--- src/rtl/card_sync_pkg.sv ---
`timescale 1ns/1ps
package card_sync_pkg;

  typedef enum logic [2:0] {
    ST_IDLE,
    ST_RAMP,
    ST_PULSE,
    ST_C4WAIT,
    ST_PGWAIT,
    ST_DONE
  } seqState_t;

  typedef enum logic [1:0] {
    DLY_SUPPLY,
    DLY_PULSE,
    DLY_C4,
    DLY_PGOOD
  } dlySel_t;

  typedef struct packed {
    logic    load;
    dlySel_t dly;
    logic    takeStart;
    logic    markDone;
    logic    markErr;
    logic    supplyOn;
    logic    pulseOn;
    logic    c4Up;
    logic    linesUp;
  } seqStrobe_t;

endpackage

--- src/rtl/card_sync_ctrl.sv ---
`timescale 1ns/1ps
module card_sync_ctrl
  import card_sync_pkg::*;
(
  input  logic       clk,
  input  logic       rstN,
  input  logic       startReq,
  input  logic       cntZero,
  input  logic       pgood,
  output seqStrobe_t strobe
);

  seqState_t state, nextState;
  seqStrobe_t s;

  always_ff @(posedge clk) begin
    if (!rstN) state <= ST_IDLE;
    else       state <= nextState;
  end

  always_comb begin
    nextState = state;
    s = '0;
    s.dly = DLY_SUPPLY;
    unique case (state)
      ST_IDLE: if (startReq) begin
        nextState   = ST_RAMP;
        s.load      = 1'b1;
        s.dly       = DLY_SUPPLY;
        s.takeStart = 1'b1;
      end
      ST_RAMP: if (cntZero) begin
        nextState = ST_PULSE;
        s.load    = 1'b1;
        s.dly     = DLY_PULSE;
      end
      ST_PULSE: if (cntZero) begin
        nextState = ST_C4WAIT;
        s.load    = 1'b1;
        s.dly     = DLY_C4;
      end
      ST_C4WAIT: if (cntZero) begin
        nextState = ST_PGWAIT;
        s.load    = 1'b1;
        s.dly     = DLY_PGOOD;
      end
      ST_PGWAIT: begin
        if (pgood) begin
          nextState  = ST_DONE;
          s.markDone = 1'b1;
        end else if (cntZero) begin
          nextState = ST_IDLE;
          s.markErr = 1'b1;
        end
      end
      ST_DONE: nextState = ST_DONE;
      default: nextState = ST_IDLE;
    endcase
    s.supplyOn = (state != ST_IDLE);
    s.pulseOn  = (state == ST_PULSE);
    s.c4Up     = (state == ST_PGWAIT) || (state == ST_DONE);
    s.linesUp  = (state == ST_DONE);
  end

  assign strobe = s;

  // leaving idle requires the full start condition
  assert_start_gated_R1: assert property (@(posedge clk) disable iff (!rstN)
    ($past(state) == ST_IDLE && state == ST_RAMP) |-> $past(startReq));

  // the ramp ends only on an expired count
  assert_ramp_ends_on_zero_R4: assert property (@(posedge clk) disable iff (!rstN)
    ($past(state) == ST_RAMP && state != ST_RAMP) |-> $past(cntZero));

  // the single pulse is only entered from the ramp
  assert_pulse_from_ramp_R5: assert property (@(posedge clk) disable iff (!rstN)
    (state == ST_PULSE && $past(state) != ST_PULSE) |-> $past(state) == ST_RAMP);

endmodule

--- src/rtl/card_sync_path.sv ---
`timescale 1ns/1ps
module card_sync_path
  import card_sync_pkg::*;
#(
  parameter int ADDR_W           = 2,
  parameter int ACT_ADDR         = 0,
  parameter int SUP_ADDR         = 1,
  parameter int CLK_ADDR         = 2,
  parameter int STAT_ADDR        = 3,
  parameter int VCC_TO_CLK_US    = 20,
  parameter int CLK_HI_US        = 9,
  parameter int CLK_TO_C4_US     = 18,
  parameter int PGOOD_TIMEOUT_US = 50
) (
  input  logic              clk,
  input  logic              rstN,
  input  logic              usTick,
  input  logic              wrEn,
  input  logic [ADDR_W-1:0] wrAddr,
  input  logic [7:0]        wrData,
  input  logic              extClk,
  input  seqStrobe_t        strobe,
  output logic              startReq,
  output logic              cntZero,
  output logic              vccEn,
  output logic [1:0]        vccSel,
  output logic              cardRst,
  output logic              cardClk,
  output logic              c4,
  output logic              c8,
  output logic              ioPullUp,
  output logic              ioLink,
  output logic              intN,
  output logic              statSync,
  output logic              statErr,
  output logic [7:0]        clkCfg
);

  localparam int MAX_A   = (VCC_TO_CLK_US > CLK_HI_US) ? VCC_TO_CLK_US : CLK_HI_US;
  localparam int MAX_B   = (CLK_TO_C4_US > PGOOD_TIMEOUT_US) ? CLK_TO_C4_US : PGOOD_TIMEOUT_US;
  localparam int MAX_DLY = (MAX_A > MAX_B) ? MAX_A : MAX_B;
  localparam int CNT_W   = $clog2(MAX_DLY + 1);

  localparam logic [ADDR_W-1:0] A_ACT  = ADDR_W'(ACT_ADDR);
  localparam logic [ADDR_W-1:0] A_SUP  = ADDR_W'(SUP_ADDR);
  localparam logic [ADDR_W-1:0] A_CLK  = ADDR_W'(CLK_ADDR);
  localparam logic [ADDR_W-1:0] A_STAT = ADDR_W'(STAT_ADDR);

  initial begin
    assert (VCC_TO_CLK_US >= 1 && CLK_HI_US >= 1 && CLK_TO_C4_US >= 1 && PGOOD_TIMEOUT_US >= 1)
      else $error("delays must be at least one tick");
  end

  logic [CNT_W-1:0] cnt, dlyValue;
  logic startBit, typeBit, cardBit, c8Bit, rstBit, ioEnBit;
  logic [1:0] vccLevel;
  logic [7:0] clkReg;
  logic syncFlag, errFlag;

  always_comb begin
    unique case (strobe.dly)
      DLY_SUPPLY: dlyValue = CNT_W'(VCC_TO_CLK_US);
      DLY_PULSE:  dlyValue = CNT_W'(CLK_HI_US);
      DLY_C4:     dlyValue = CNT_W'(CLK_TO_C4_US);
      default:    dlyValue = CNT_W'(PGOOD_TIMEOUT_US);
    endcase
  end

  always_ff @(posedge clk) begin
    if (!rstN)                     cnt <= '0;
    else if (strobe.load)          cnt <= dlyValue;
    else if (usTick && cnt != '0)  cnt <= cnt - 1'b1;
  end

  assign cntZero = (cnt == '0);

  always_ff @(posedge clk) begin
    if (!rstN) begin
      startBit <= 1'b0; typeBit <= 1'b0; cardBit <= 1'b0;
      c8Bit    <= 1'b0; rstBit  <= 1'b0; ioEnBit <= 1'b0;
      vccLevel <= '0;   clkReg  <= '0;
      syncFlag <= 1'b0; errFlag <= 1'b0;
    end else begin
      if (strobe.takeStart) startBit <= 1'b0;
      if (wrEn) begin
        if (wrAddr == A_ACT) begin
          typeBit <= wrData[6];
          cardBit <= wrData[7];
          c8Bit   <= wrData[4];
          rstBit  <= wrData[2];
          if (!strobe.supplyOn && !strobe.takeStart) startBit <= wrData[0];
        end
        if (wrAddr == A_SUP) begin
          vccLevel <= wrData[7:6];
          ioEnBit  <= wrData[5];
        end
        if (wrAddr == A_CLK) clkReg <= wrData;
        if (wrAddr == A_STAT) begin
          if (wrData[1]) syncFlag <= 1'b0;
          if (wrData[0]) errFlag  <= 1'b0;
        end
      end
      if (strobe.markDone) syncFlag <= 1'b1;
      if (strobe.markErr)  errFlag  <= 1'b1;
    end
  end

  assign startReq = startBit & typeBit & cardBit;
  assign vccEn    = strobe.supplyOn;
  assign vccSel   = strobe.supplyOn ? vccLevel : 2'b00;
  assign cardClk  = strobe.pulseOn | (strobe.c4Up & extClk);
  assign c4       = strobe.c4Up;
  assign ioPullUp = strobe.linesUp;
  assign c8       = strobe.linesUp & c8Bit;
  assign ioLink   = strobe.linesUp & ioEnBit;
  assign cardRst  = strobe.linesUp & rstBit;
  assign intN     = ~syncFlag;
  assign statSync = syncFlag;
  assign statErr  = errFlag;
  assign clkCfg   = clkReg;

  // C4 is released only when the post-pulse count has expired
  assert_c4_on_expiry_R6: assert property (@(posedge clk) disable iff (!rstN)
    $rose(strobe.c4Up) |-> $past(cntZero));

  // the pull-up never comes up before C4 is released
  assert_pullup_after_c4_R8: assert property (@(posedge clk) disable iff (!rstN)
    $rose(ioPullUp) |-> $past(c4));

  // completion always carries the done flag
  assert_done_flag_R10: assert property (@(posedge clk) disable iff (!rstN)
    $rose(strobe.linesUp) |-> syncFlag);

  // an error flag only appears with the supply already dropped
  assert_abort_supply_off_R12: assert property (@(posedge clk) disable iff (!rstN)
    $rose(errFlag) |-> !vccEn);

  // the start bit is consumed when the supply turns on
  assert_start_consumed_R13: assert property (@(posedge clk) disable iff (!rstN)
    $rose(vccEn) |-> !startBit);

endmodule

--- src/rtl/card_sync_activate.sv ---
`timescale 1ns/1ps
module card_sync_activate
  import card_sync_pkg::*;
#(
  parameter int ADDR_W           = 2,
  parameter int ACT_ADDR         = 0,
  parameter int SUP_ADDR         = 1,
  parameter int CLK_ADDR         = 2,
  parameter int STAT_ADDR        = 3,
  parameter int VCC_TO_CLK_US    = 20,
  parameter int CLK_HI_US        = 9,
  parameter int CLK_TO_C4_US     = 18,
  parameter int PGOOD_TIMEOUT_US = 50
) (
  input  logic              clk,
  input  logic              rstN,
  input  logic              usTick,
  input  logic              wrEn,
  input  logic [ADDR_W-1:0] wrAddr,
  input  logic [7:0]        wrData,
  input  logic              pgood,
  input  logic              extClk,
  output logic              vccEn,
  output logic [1:0]        vccSel,
  output logic              cardRst,
  output logic              cardClk,
  output logic              c4,
  output logic              c8,
  output logic              ioPullUp,
  output logic              ioLink,
  output logic              intN,
  output logic              statSync,
  output logic              statErr,
  output logic [7:0]        clkCfg
);

  seqStrobe_t strobe;
  logic startReq, cntZero;

  card_sync_ctrl u_ctrl (
    .clk      (clk),
    .rstN     (rstN),
    .startReq (startReq),
    .cntZero  (cntZero),
    .pgood    (pgood),
    .strobe   (strobe)
  );

  card_sync_path #(
    .ADDR_W           (ADDR_W),
    .ACT_ADDR         (ACT_ADDR),
    .SUP_ADDR         (SUP_ADDR),
    .CLK_ADDR         (CLK_ADDR),
    .STAT_ADDR        (STAT_ADDR),
    .VCC_TO_CLK_US    (VCC_TO_CLK_US),
    .CLK_HI_US        (CLK_HI_US),
    .CLK_TO_C4_US     (CLK_TO_C4_US),
    .PGOOD_TIMEOUT_US (PGOOD_TIMEOUT_US)
  ) u_path (
    .clk      (clk),
    .rstN     (rstN),
    .usTick   (usTick),
    .wrEn     (wrEn),
    .wrAddr   (wrAddr),
    .wrData   (wrData),
    .extClk   (extClk),
    .strobe   (strobe),
    .startReq (startReq),
    .cntZero  (cntZero),
    .vccEn    (vccEn),
    .vccSel   (vccSel),
    .cardRst  (cardRst),
    .cardClk  (cardClk),
    .c4       (c4),
    .c8       (c8),
    .ioPullUp (ioPullUp),
    .ioLink   (ioLink),
    .intN     (intN),
    .statSync (statSync),
    .statErr  (statErr),
    .clkCfg   (clkCfg)
  );

endmodule

--- config.mk ---
export PLATFORM = sky130hd
export DESIGN_NAME = card_sync_activate
export DESIGN_NICKNAME = d
export VERILOG_FILES = /design/src/rtl/card_sync_pkg.sv /design/src/rtl/card_sync_ctrl.sv /design/src/rtl/card_sync_path.sv /design/src/rtl/card_sync_activate.sv
export SDC_FILE = /design/constraint.sdc
export NUM_CORES = 1
export LEC_CHECK = 0
export ABC_CLOCK_PERIOD_IN_PS = 1750
export CORE_MARGIN = 2
export CORE_UTILIZATION = 43
export CTS_CLUSTER_DIAMETER = 50
export DETAILED_ROUTE_END_ITERATION = 8
export GPL_TIMING_DRIVEN = 0
export PLACE_DENSITY = 0.72
export SETUP_SLACK_MARGIN = 0.5
export SLEW_MARGIN = 20
export SYNTH_ARGS = -nofsm -noshare
export SYNTH_HDL_FRONTEND = slang
export SYNTH_SLANG_ARGS = --single-unit
--- constraint.sdc ---
create_clock -name clk -period 1.75 [get_ports clk]
set_input_delay 0.4375 -clock clk [delete_from_list [all_inputs] [get_ports clk]]
set_output_delay 0.4375 -clock clk [all_outputs]
set_load 0.01 [all_outputs]
==> qor.tcl <==
set qor(grt_usage_pct) 25.86
set qor(ctsHoldBuffers) 0
set qor(synthDominantCellAreaShare_pct) 39.06
set qor(ys_seq_area_share_pct) 39.06
set qor(path_max_fanout) 4
set qor(final_period_minus_worst_setup_slack_ns) 1.848
set qor(netlist.top_cell.by_area) {dfxtp_1}
set qor(cts_max_path_buffers) 2
set qor(timing.reg2reg.setup_slack_ns) -0.04
set qor(worstSetupEndpointType) {output port}
set qor(violated_checks) {negative setup slack}
set qor(edff_count_synth) 0
set qor(worst_clock_skew_ns) 0.002984
set qor(asyncSetResetFlopFracSynth_pct) 0
set qor(gr-total-overflow) 0
set qor(fp.coreArea_um2) 3053
set qor(critical_path_required_ns) 1.31
set qor(slew-limit-headroom_pct) 72.24
set qor(ctsRootBufferMaster) {clkbuf_4}
set qor(synth_cell_types) 43
set qor(latest_clock_arrival_within_the_worst_skew_pair_ns) 0.33
set qor(fin_ws_ns) -0.09791
set qor(synth_commonest_cells) {dfxtp_1, nor2_1, mux2i_1}
set qor(nNetsFinal) 247
set qor(mapped_cells) 160
set qor(ff_latch_count_synth) 27
set qor(insertedDiodeCount) 0
set qor(detailedRoute.firstPassIterationCount) 4
set qor(layout.area.seq_um2) 561.8
set qor(numPortBuffers) 34
set qor(power-per-cell-area_nw_per_um2) 1041
set qor(synthMostInstantiatedCell) {dfxtp_1}
set qor(grt_pass1_wl_um) 7120
set qor(leakage_nw) 1.005
set qor(syn-cell-area_um2) 1384
set qor(synth.net_count) 178
set qor(post_route_antenna_net_violation_count) 0
set qor(number_of_setup_violations_in_the_final_report) 9
set qor(hold_slack_ns) 0.4760
set qor(full_die_area_um2) 3688
set qor(cts_inserted_buffers) 3
set qor(crit_path_cell_trace) {buf_8, nor2_4, buf_6, and3_4, buf_6}
set qor(clock_tree_from_tritoncts) {built}
set qor(ys_dominant_reg_cell) {dfxtp_1}
set qor(timing.critical_path.slowest_cell_delay_ns) 0.40
set qor(synthTopCellsByArea) {dfxtp_1, mux2i_1, nor2_1}
set qor(totalNegativeSetupSlack_ns) -0.4810
set qor(route.detailed.wl_per_inst_um) 16.75
set qor(syn2layout_area_growth_pct) 67.36
set qor(status) {finished, violations left}
set qor(ios) 36
set qor(clock_sinks) 27
set qor(maxClockFrequency_mhz) 541.2
set qor(fillers) 217
set qor(row_count) 20
set qor(timing.critical_path.mode_cell) {buf_6}
set qor(finalWirelength_um) 4556
set qor(post_drt_via_cell_ratio) 5.522
set qor(die_h_um) 60.73
set qor(clock_pin_slew_reported_for_the_worst_setup_and_hold_paths_after_clock_tree_synthesis_ns) 0.15
set qor(first_global_vias) 1449
set qor(drive_gt1_share_pct) 51.75
set qor(final.period_utilization_pct) 105.6
set qor(hold_class) {input port to register}
set qor(floorplan.initialDensity_pct) 45.33
set qor(multiInputGateArea_um2) 934.6
set qor(crit_path_start_kind) {register}
set qor(grt_antenna_before_repair) 0
set qor(dr_total_vias) 1502
set qor(place_congestion) 0.9326
set qor(ir_drop_mv) 0.6144
set qor(post-route-drc-count) 0
set qor(die_w_um) 60.73
set qor(timing_worst_setup_path_type) {register to output port}
set qor(setup_repair_after_global_routing_missed_its_margin) {yes}
set qor(standard_cell_with_the_maximum_stage_delay_on_the_critical_path) {dfxtp_4}
set qor(placed_wire_length_estimate_after_detailed_placement_um) 2830
set qor(finalHoldViolations) 0
set qor(synth_area_per_cell_um2) 8.649
set qor(crit_arrival_ns) 1.41
set qor(largest_net_degree_at_the_start_of_global_routing) 17
set qor(max-cap-violations) 0
set qor(report.final.slew_viol_count) 0
set qor(transition_time_at_the_pin_with_the_least_slew_margin_ns) 0.4126
set qor(htree_levels) 1
set qor(detail_route.iter0.violations) 101
set qor(synth_warnings) 0
-- cells in the final DEF (no fill, tap or decap), drive strengths merged, types with 2 or more instances in the layout --
cell type / netlist / routed
nand4: 4 / 4
buf: 6 / 56
inv: 6 / 6
clkbuf: 3 / 6
nor2: 26 / 26
and3: 3 / 3
o31ai: 2 / 2
and2: 2 / 2
o21ai: 8 / 8
a31oi: 4 / 4
a21oi: 7 / 7
a32oi: 4 / 4
mux2i: 15 / 15
clkdlybuf4s50: 0 / 10
nor3: 7 / 7
nor3b: 2 / 2
nand3b: 2 / 2
dlygate4sd2: 0 / 3
dfxtp: 27 / 27
nor2b: 2 / 2
nand3: 4 / 4
nand2: 9 / 9
ha: 2 / 2
-- flip-flops by register name, indices dropped and copies added (netlist names) --
signal / flops
u_ctrl.state: 3
u_path.c8Bit: 1
u_path.cardBit: 1
u_path.clkCfg: 8
u_path.cnt: 6
u_path.ioEnBit: 1
u_path.rstBit: 1
u_path.startBit: 1
u_path.statErr: 1
u_path.statSync: 1
u_path.typeBit: 1
u_path.vccLevel: 2
-- power by group --
part | total, mW | switching (mW) | leakage [nW] | internal, mW
combinational | 1.37 | 0.716 | 0.764 | 0.651
sequential | 0.758 | 0.0696 | 0.227 | 0.688
clock | 0.287 | 0.199 | 0.0139 | 0.0876
-- cell type report --
type | count | share of cell area, %
Multi-Input combinational cell | 118 | 40.36
Timing Repair Buffer | 64 | 26.96
Sequential cell | 27 | 24.26
Buffer | 9 | 3.458
Tap cell | 44 | 2.377
Inverter | 6 | 1.297
Clock buffer | 3 | 0.9724
Clock inverter | 1 | 0.3241
-- logic make-up (layout without fill, tap and decap cells) --
logic type / Yosys count / count (layout) / share of synthesized area [%]
simple gates: 65 / 65 / 23.87
mux: 15 / 15 / 10.85
xor+xnor: 2 / 2 / 1.266
flops: 27 / 27 / 39.06
buf+inv: 15 / 83 / 5.786
compound gates: 34 / 34 / 17.36
fa+ha+maj: 2 / 2 / 1.808
-- path summary, 6_finish.rpt --
kind / startpoint / to / cells after the start
worst max-delay path: u_ctrl.state[1] / ioLink / 5
worst min-delay path: rstN / u_path.cnt[0] / 2
worst max register to register: u_path.cnt[1] / u_path.cnt[4] / 7
worst min register to register: u_path.cnt[3] / u_path.cnt[3] / 2
-- per-layer routing --
layer  part of all wire, %  vias up  track usage, %
li1                      -      716               -
met1                    40      733           34.17
met5                     0        -               0
met4                   2.1        0           8.075
met2                    54       44           43.78
met3                   4.1        9           3.625
-- repair_timing --
action	CTS	global route
setup buffers	26	4
resized for setup	141	25
pin swaps	12	14
endpoints found under the setup margin	47	47
-- stage by stage --
step	cell area [um2]	util, %	worst slack [ns]	total power [mW]	cells
after floorplan	1434	-	0.08561	1.398	160
after global placement	1829	59.92	-0.2237	1.580	238
after detailed placement	1829	59.92	-0.2481	1.599	238
after CTS	2183	71.52	-0.07503	2.201	268
after global routing	2316	75.86	-0.1385	2.538	272
final	2316	75.86	-0.09791	2.412	272
-- critical path: cells and delay by family (launching register included) --
kind                   cells  cell delay, ns
buffers and inverters      3            0.35
flip-flops                 1            0.40
AND/OR/NAND/NOR            2            0.33
Power figures use the tool's default switching activity.
